## src/rtl/sbc_pkg.sv

```systemverilog
package sbc_pkg;
  // Memory beat geometry
  localparam int unsigned BEAT_DATA_W = 64;
  localparam int unsigned SIDE_W      = 16;
  localparam int unsigned BURST_LEN   = 8;
  localparam int unsigned TAG_BEATS   = 4;
  // Address split for the direct-mapped array
  localparam int unsigned ADDR_W      = 40;
  localparam int unsigned OFFSET_W    = 6;
  localparam int unsigned INDEX_W     = 10;

  typedef enum logic [0:0] {
    ST_IDLE  = 1'b0,
    ST_BURST = 1'b1
  } sbc_state_e;
endpackage

```

## src/rtl/sbc_beat_ctrl.sv

```systemverilog
module sbc_beat_ctrl
  import sbc_pkg::*;
#(
  parameter int unsigned LEN     = sbc_pkg::BURST_LEN,
  parameter int unsigned TAG_LEN = sbc_pkg::TAG_BEATS,
  localparam int unsigned IDX_W  = $clog2(LEN)
) (
  input  logic             clk,
  input  logic             rst_n,
  input  logic             req_valid,
  input  logic             beat_valid,
  output logic             accept,
  output logic             beat_we,
  output logic [IDX_W-1:0] beat_idx,
  output logic             tag_last,
  output logic             busy,
  output logic             done,
  output logic             req_err
);

  sbc_state_e       state_q, state_d;
  logic [IDX_W-1:0] cnt_q, cnt_d;
  logic             err_q, err_d;
  logic             done_q, done_d;
  logic             burst_last;

  assign accept     = (state_q == ST_IDLE) && req_valid;
  assign beat_we    = (state_q == ST_BURST) && beat_valid;
  assign beat_idx   = cnt_q;
  assign tag_last   = beat_we && (cnt_q == IDX_W'(TAG_LEN - 1));
  assign burst_last = beat_we && (cnt_q == IDX_W'(LEN - 1));

  // Next-state logic
  always_comb begin
    state_d = state_q;
    cnt_d   = cnt_q;
    err_d   = err_q;
    done_d  = 1'b0;
    case (state_q)
      ST_IDLE: begin
        if (req_valid) begin
          state_d = ST_BURST;
          cnt_d   = '0;
          err_d   = 1'b0;
        end
      end
      ST_BURST: begin
        if (req_valid) begin
          err_d = 1'b1;
        end
        if (beat_we) begin
          if (burst_last) begin
            state_d = ST_IDLE;
            cnt_d   = '0;
            done_d  = 1'b1;
          end else begin
            cnt_d = cnt_q + IDX_W'(1);
          end
        end
      end
      default: state_d = ST_IDLE;
    endcase
  end

  // Registers
  always_ff @(posedge clk or negedge rst_n) begin
    if (!rst_n) begin
      state_q <= ST_IDLE;
      cnt_q   <= '0;
      err_q   <= 1'b0;
      done_q  <= 1'b0;
    end else begin
      state_q <= state_d;
      cnt_q   <= cnt_d;
      err_q   <= err_d;
      done_q  <= done_d;
    end
  end

  assign busy    = (state_q == ST_BURST);
  assign done    = done_q;
  assign req_err = err_q;


  drop_flag_chk: assert property (@(posedge clk) disable iff (!rst_n)
    (busy && req_valid) |=> req_err);


  idle_gap_hold_chk: assert property (@(posedge clk) disable iff (!rst_n)
    (busy && !beat_valid) |=> $stable(cnt_q));


  done_leaves_burst_chk: assert property (@(posedge clk) disable iff (!rst_n)
    done |-> !busy);

endmodule

```

## src/rtl/sbc_lane_asm.sv

```systemverilog
module sbc_lane_asm
  import sbc_pkg::*;
#(
  parameter int unsigned DW      = sbc_pkg::BEAT_DATA_W,
  parameter int unsigned SW      = sbc_pkg::SIDE_W,
  parameter int unsigned LEN     = sbc_pkg::BURST_LEN,
  parameter int unsigned TAG_LEN = sbc_pkg::TAG_BEATS,
  localparam int unsigned IDX_W  = $clog2(LEN),
  localparam int unsigned ECC_LEN = LEN - TAG_LEN
) (
  input  logic                clk,
  input  logic                rst_n,
  input  logic                beat_we,
  input  logic [IDX_W-1:0]    beat_idx,
  input  logic [DW-1:0]       beat_data,
  input  logic [SW-1:0]       beat_side,
  output logic [LEN*DW-1:0]   blk_data,
  output logic [TAG_LEN*SW-1:0] tag_word,
  output logic [TAG_LEN*SW-1:0] tag_live,
  output logic [ECC_LEN*SW-1:0] ecc_word
);

  logic [LEN-1:0][DW-1:0]     data_q;
  logic [TAG_LEN-1:0][SW-1:0] tag_q;
  logic [ECC_LEN-1:0][SW-1:0] ecc_q;

  genvar g;
  generate
    for (g = 0; g < LEN; g++) begin : g_slot
      logic slot_en;
      assign slot_en = beat_we && (beat_idx == IDX_W'(g));

      always_ff @(posedge clk or negedge rst_n) begin
        if (!rst_n) begin
          data_q[g] <= '0;
        end else if (slot_en) begin
          data_q[g] <= beat_data;
        end
      end

      if (g < TAG_LEN) begin : g_tag
        always_ff @(posedge clk or negedge rst_n) begin
          if (!rst_n) begin
            tag_q[g] <= '0;
          end else if (slot_en) begin
            tag_q[g] <= beat_side;
          end
        end
        // Word seen by the comparator: the lane on the wire for the last tag beat
        if (g == TAG_LEN - 1) begin : g_live_wire
          assign tag_live[g*SW +: SW] = beat_side;
        end else begin : g_live_reg
          assign tag_live[g*SW +: SW] = tag_q[g];
        end
      end else begin : g_ecc
        always_ff @(posedge clk or negedge rst_n) begin
          if (!rst_n) begin
            ecc_q[g-TAG_LEN] <= '0;
          end else if (slot_en) begin
            ecc_q[g-TAG_LEN] <= beat_side;
          end
        end
      end
    end
  endgenerate

  assign blk_data = data_q;
  assign tag_word = tag_q;
  assign ecc_word = ecc_q;


  block_hold_chk: assert property (@(posedge clk) disable iff (!rst_n)
    !beat_we |=> ($stable(data_q) && $stable(tag_q) && $stable(ecc_q)));

endmodule

```

## src/rtl/sbc_tag_cmp.sv

```systemverilog
module sbc_tag_cmp
  import sbc_pkg::*;
#(
  parameter int unsigned WORD_W = sbc_pkg::TAG_BEATS * sbc_pkg::SIDE_W,
  parameter int unsigned TAG_W  = sbc_pkg::ADDR_W - sbc_pkg::OFFSET_W - sbc_pkg::INDEX_W
) (
  input  logic              clk,
  input  logic              rst_n,
  input  logic              accept,
  input  logic [TAG_W-1:0]  req_tag,
  input  logic              tag_last,
  input  logic [WORD_W-1:0] tag_live,
  output logic              res_valid,
  output logic              hit
);

  logic [TAG_W-1:0] want_q, want_d;
  logic             hit_q, hit_d;
  logic             rv_q, rv_d;
  logic             stored_ok;
  logic             tag_eq;

  assign stored_ok = tag_live[WORD_W-1];
  assign tag_eq    = (tag_live[TAG_W-1:0] == want_q);

  always_comb begin
    want_d = want_q;
    hit_d  = hit_q;
    rv_d   = tag_last;
    if (accept) begin
      want_d = req_tag;
      hit_d  = 1'b0;
    end else if (tag_last) begin
      hit_d = stored_ok && tag_eq;
    end
  end

  always_ff @(posedge clk or negedge rst_n) begin
    if (!rst_n) begin
      want_q <= '0;
      hit_q  <= 1'b0;
      rv_q   <= 1'b0;
    end else begin
      want_q <= want_d;
      hit_q  <= hit_d;
      rv_q   <= rv_d;
    end
  end

  assign res_valid = rv_q;
  assign hit       = hit_q;


  early_result_chk: assert property (@(posedge clk) disable iff (!rst_n)
    tag_last |=> res_valid);


  result_pulse_chk: assert property (@(posedge clk) disable iff (!rst_n)
    res_valid |=> !res_valid);


  hit_hold_chk: assert property (@(posedge clk) disable iff (!rst_n)
    (!accept && !tag_last) |=> $stable(hit));

endmodule

```

## src/rtl/sbc_burst_reader.sv

```systemverilog
module sbc_burst_reader
  import sbc_pkg::*;
#(
  parameter int unsigned DW       = sbc_pkg::BEAT_DATA_W,
  parameter int unsigned SW       = sbc_pkg::SIDE_W,
  parameter int unsigned LEN      = sbc_pkg::BURST_LEN,
  parameter int unsigned TAG_LEN  = sbc_pkg::TAG_BEATS,
  parameter int unsigned AW       = sbc_pkg::ADDR_W,
  parameter int unsigned OFF_W    = sbc_pkg::OFFSET_W,
  parameter int unsigned IDXA_W   = sbc_pkg::INDEX_W,
  localparam int unsigned TAG_LSB = OFF_W + IDXA_W,
  localparam int unsigned TAG_W   = AW - TAG_LSB,
  localparam int unsigned BIDX_W  = $clog2(LEN),
  localparam int unsigned SBW_W   = TAG_LEN * SW,
  localparam int unsigned ECCW_W  = (LEN - TAG_LEN) * SW
) (
  input  logic                clk,
  input  logic                rst_n,
  input  logic                req_valid,
  input  logic [AW-1:0]       req_addr,
  input  logic                beat_valid,
  input  logic [DW-1:0]       beat_data,
  input  logic [SW-1:0]       beat_side,
  output logic                busy,
  output logic                res_valid,
  output logic                hit,
  output logic                done,
  output logic [LEN*DW-1:0]   blk_data,
  output logic [SBW_W-1:0]    tag_word,
  output logic [ECCW_W-1:0]   ecc_word,
  output logic                req_err
);

  // Reset: asserted asynchronously, released on the clock
  logic [1:0] rst_sync_q;
  logic       rst_core_n;

  always_ff @(posedge clk or negedge rst_n) begin
    if (!rst_n) begin
      rst_sync_q <= 2'b00;
    end else begin
      rst_sync_q <= {rst_sync_q[0], 1'b1};
    end
  end
  assign rst_core_n = rst_sync_q[1];

  logic              accept;
  logic              beat_we;
  logic [BIDX_W-1:0] beat_idx;
  logic              tag_last;
  logic [SBW_W-1:0]  tag_live;

  sbc_beat_ctrl #(
    .LEN     (LEN),
    .TAG_LEN (TAG_LEN)
  ) u_ctrl (
    .clk        (clk),
    .rst_n      (rst_core_n),
    .req_valid  (req_valid),
    .beat_valid (beat_valid),
    .accept     (accept),
    .beat_we    (beat_we),
    .beat_idx   (beat_idx),
    .tag_last   (tag_last),
    .busy       (busy),
    .done       (done),
    .req_err    (req_err)
  );

  sbc_lane_asm #(
    .DW      (DW),
    .SW      (SW),
    .LEN     (LEN),
    .TAG_LEN (TAG_LEN)
  ) u_asm (
    .clk       (clk),
    .rst_n     (rst_core_n),
    .beat_we   (beat_we),
    .beat_idx  (beat_idx),
    .beat_data (beat_data),
    .beat_side (beat_side),
    .blk_data  (blk_data),
    .tag_word  (tag_word),
    .tag_live  (tag_live),
    .ecc_word  (ecc_word)
  );

  sbc_tag_cmp #(
    .WORD_W (SBW_W),
    .TAG_W  (TAG_W)
  ) u_cmp (
    .clk       (clk),
    .rst_n     (rst_core_n),
    .accept    (accept),
    .req_tag   (req_addr[AW-1:TAG_LSB]),
    .tag_last  (tag_last),
    .tag_live  (tag_live),
    .res_valid (res_valid),
    .hit       (hit)
  );


  result_before_done_chk: assert property (@(posedge clk) disable iff (!rst_core_n)
    !(res_valid && done));


  done_pulse_chk: assert property (@(posedge clk) disable iff (!rst_core_n)
    done |=> !done);

endmodule

```

## config.mk

```make
export PLATFORM = sky130hd
export DESIGN_NAME = sbc_burst_reader
export DESIGN_NICKNAME = d
export VERILOG_FILES = /design/src/rtl/sbc_pkg.sv /design/src/rtl/sbc_beat_ctrl.sv /design/src/rtl/sbc_lane_asm.sv /design/src/rtl/sbc_tag_cmp.sv /design/src/rtl/sbc_burst_reader.sv
export SDC_FILE = /design/constraint.sdc
export NUM_CORES = 1
export LEC_CHECK = 0
export BUFFER_PORTS_ARGS = -buffer_cell sky130_fd_sc_hd__buf_4
export CAP_MARGIN = 20
export CORE_MARGIN = 3
export CORE_UTILIZATION = 25
export CTS_CLUSTER_SIZE = 24
export DETAILED_ROUTE_END_ITERATION = 8
export PLACE_DENSITY = 0.57
export SLEW_MARGIN = 20
export SYNTH_ARGS = -nofsm -noshare
export SYNTH_HDL_FRONTEND = slang
export SYNTH_SLANG_ARGS = --single-unit
```

## constraint.sdc

```tcl
create_clock -name clk -period 20.6 [get_ports clk]
set_input_delay 5.15 -clock clk [delete_from_list [all_inputs] [get_ports clk]]
set_output_delay 5.15 -clock clk [all_outputs]
set_load 0.01 [all_outputs]
```

==> impl_metrics.env <==
export IMPL_drc_errors=0
export IMPL_netlist_area_sq_um=25600
export IMPL_synthFlopType="dfrtp_1"
export IMPL_drtAntennaViolNets=0
export IMPL_grt_busiest_layer="met2"
export IMPL_wire_per_inst_microns=22.2
export IMPL_p_leak_uw=0.0169
export IMPL_ys_types=31
export IMPL_cts_tree="built"
export IMPL_crit_arrival_ns=7.47
export IMPL_setup_viol=0
export IMPL_start_kind="input port"
export IMPL_vdd_ir_drop_max_mv=0.0912
export IMPL_vias=16500
export IMPL_cts_sinks=674
export IMPL_synth_area_leaders="dfrtp_1, mux2_2, nand2_1"
export IMPL_synth_seq_area_share=0.658
export IMPL_placed_cell_area_sq_um=32500
export IMPL_setup_tns_ns=0
export IMPL_end_kind="flip-flop"
export IMPL_cts_root_buf="clkbuf_16"
export IMPL_synth_most_common_cell="dfrtp_1"
export IMPL_synth_seq_cells=674
export IMPL_grt_use_met3=0.0450
export IMPL_coreArea_sq_um=101000
export IMPL_cap_viol_max_count=0
export IMPL_clk_pin_slew_worst_paths_ns=0.06
export IMPL_grt_ovfl_total=0
export IMPL_grt_pass1_wl_microns=123000
export IMPL_clock_latency_ns=0.61
export IMPL_drt_iter0_drc=672
export IMPL_fin_skew_ns=0.0169
export IMPL_viasPerCell=4.29
export IMPL_area_growth_pct=37.0
export IMPL_io_buffers=752
export IMPL_path_max_fanout=45
export IMPL_fin_nets=2556
export IMPL_hold_buffers=0
export IMPL_ys_warn_count=0
export IMPL_die_area_sq_um=106000
export IMPL_numCtsBuffers=79
export IMPL_synth_edf_count=0
export IMPL_grt_pass1_vias=17000
export IMPL_period_needed_ns=6.98
export IMPL_dieHeight_microns=326
export IMPL_post_cts_buffers=0
export IMPL_firstDrtPassIters=4
export IMPL_layout_drive_gt1_share=0.587
export IMPL_rsz0062_at_grt="false"
export IMPL_yosys_area_top_type="dfrtp_1"
export IMPL_whs_ns=0.353
export IMPL_synth_top_cell_area_share=0.658
export IMPL_synthTopCellsByCount="dfrtp_1, mux2_2, nand2_1"
export IMPL_status="finished, final reports clean"
export IMPL_crit_type="input port to flip-flop"
export IMPL_async_flop_share=1.00
export IMPL_grtUsageMet2=0.265
export IMPL_ios=769
export IMPL_hpwlAfterDp_microns=59000
export IMPL_synthesis_instances=1649
export IMPL_cts_buffer_depth=3
export IMPL_relSlewSlack=0.296
export IMPL_drv_slew=0
export IMPL_gp_congestion=0.752
export IMPL_grtUsageTotal=0.156
export IMPL_row_count=116
export IMPL_place_ws_ns=12.94
export IMPL_finalHoldViolations=0
export IMPL_syn_nets=1779
export IMPL_die_x_microns=326
export IMPL_setup_slack_ns=13.62
export IMPL_initial_utilization=0.254
export IMPL_finalCritPeriodShare=0.339
export IMPL_antenna_found_initial=5
export IMPL_synth_avg_cell_area_sq_um=15.5
export IMPL_worstHoldPathType="flip-flop to flip-flop"
export IMPL_power_density_nw_per_um2=175
export IMPL_stdcell_area_sq_um=35100
export IMPL_worst_pin_slew_ns=1.06
export IMPL_cts_resized=0
export IMPL_final_core_util=0.348
export IMPL_crit_required_ns=21.09
export IMPL_grt_max_degree=146
export IMPL_grt_use_met1=0.186
export IMPL_max_freq_mhz=143
export IMPL_htree_levels=3
export IMPL_drt_total_wl_microns=85500
-- flip-flops by register name, indices dropped and copies added (netlist names), 2 cells and up --
name,flops
u_cmp.want_q,24
rst_sync_q,2
u_ctrl.beat_idx,3
u_asm.tag_word,16
u_asm.blk_data,512
u_asm.tag_live,48
u_asm.ecc_word,64
-- area by class of cell --
| cell class | instances | area, sq um |
|---|---|---|
| antenna | 5 | 12.5 |
| clock buffer | 121 | 2410 |
| clock inverter | 17 | 166 |
| fill | 9937 | 65800 |
| inverter | 5 | 21.3 |
| multi-input combinational | 891 | 8110 |
| sequential | 674 | 16900 |
| tap | 1357 | 1700 |
| timing repair buffer | 775 | 5840 |
-- routing by layer --
| layer | share of wire | wire, microns | up-vias |
|---|---|---|---|
| met3 | 0.063 | 5400 | 146 |
| met5 | 0 | 0 | - |
| met1 | 0.40 | 34200 | 8620 |
| li1 | - | - | 7256 |
| met2 | 0.50 | 42400 | 486 |
| met4 | 0.041 | 3490 | 0 |
-- cells in the final DEF (no fill, tap or decap), types with 2 or more instances in the layout --
master | Yosys | layout
clkbuf_16 | 0 | 81
o21ai_0 | 4 | 4
diode_2 | 0 | 5
clkbuf_8 | 0 | 23
clkinv_2 | 0 | 12
clkbuf_1 | 7 | 17
nand4_4 | 2 | 4
buf_6 | 42 | 2
bufinv_16 | 0 | 3
xor2_1 | 24 | 24
mux2_2 | 548 | 548
mux2_1 | 36 | 36
nor2_1 | 3 | 3
inv_1 | 4 | 4
ha_1 | 6 | 6
buf_4 | 10 | 772
dfrtp_1 | 674 | 673
nand2_1 | 243 | 243
nor4_1 | 6 | 6
nand3_4 | 3 | 4
-- through the flow --
stage	power, uW	instances
global placement	4790	3702
global route	6490	3841
floorplan	3430	1649
detailed placement	4830	3702
finish	6150	3845
CTS	6250	3840
-- path summary, 6_finish.rpt --
path	start	endpoint	slack (ns)	cells past startpoint
max	beat_valid	u_asm.blk_data[147]	13.62	4
min	rst_sync_q[0]	rst_sync_q[1]	0.35	0
max reg2reg	rst_sync_q[1]	u_asm.tag_live[47]	16.92	3
min reg2reg	rst_sync_q[0]	rst_sync_q[1]	0.35	0
max in group asynchronous	rst_n	rst_sync_q[1]	16.19	1
min in group asynchronous	rst_sync_q[1]	u_asm.blk_data[36]	0.48	0
-- critical path, cell delays in order --
cell and delay, ns:
buf_4 0.23, nand4_4 0.79, buf_4 0.66, mux2_2 0.44
-- report_power, final --
group | switching [uW] | internal (uW)
clock network | 555 | 838
registers | 344 | 1970
logic | 1120 | 1320
total | 2020 | 4130
-- logic make-up after synthesis --
logic type | Yosys count | share of synthesized area
adder cells (fa/ha/maj) | 6 | 0.00293
AND/OR/NAND/NOR | 269 | 0.0453
XOR/XNOR | 24 | 0.00820
multiplexers | 585 | 0.257
AO/OA/AOI/OAI | 6 | 0.00142
other | 1 | 0.000146
buffers and inverters | 84 | 0.0270
flip-flops | 674 | 0.658
Note: power is estimated with default switching activity, not from simulation.
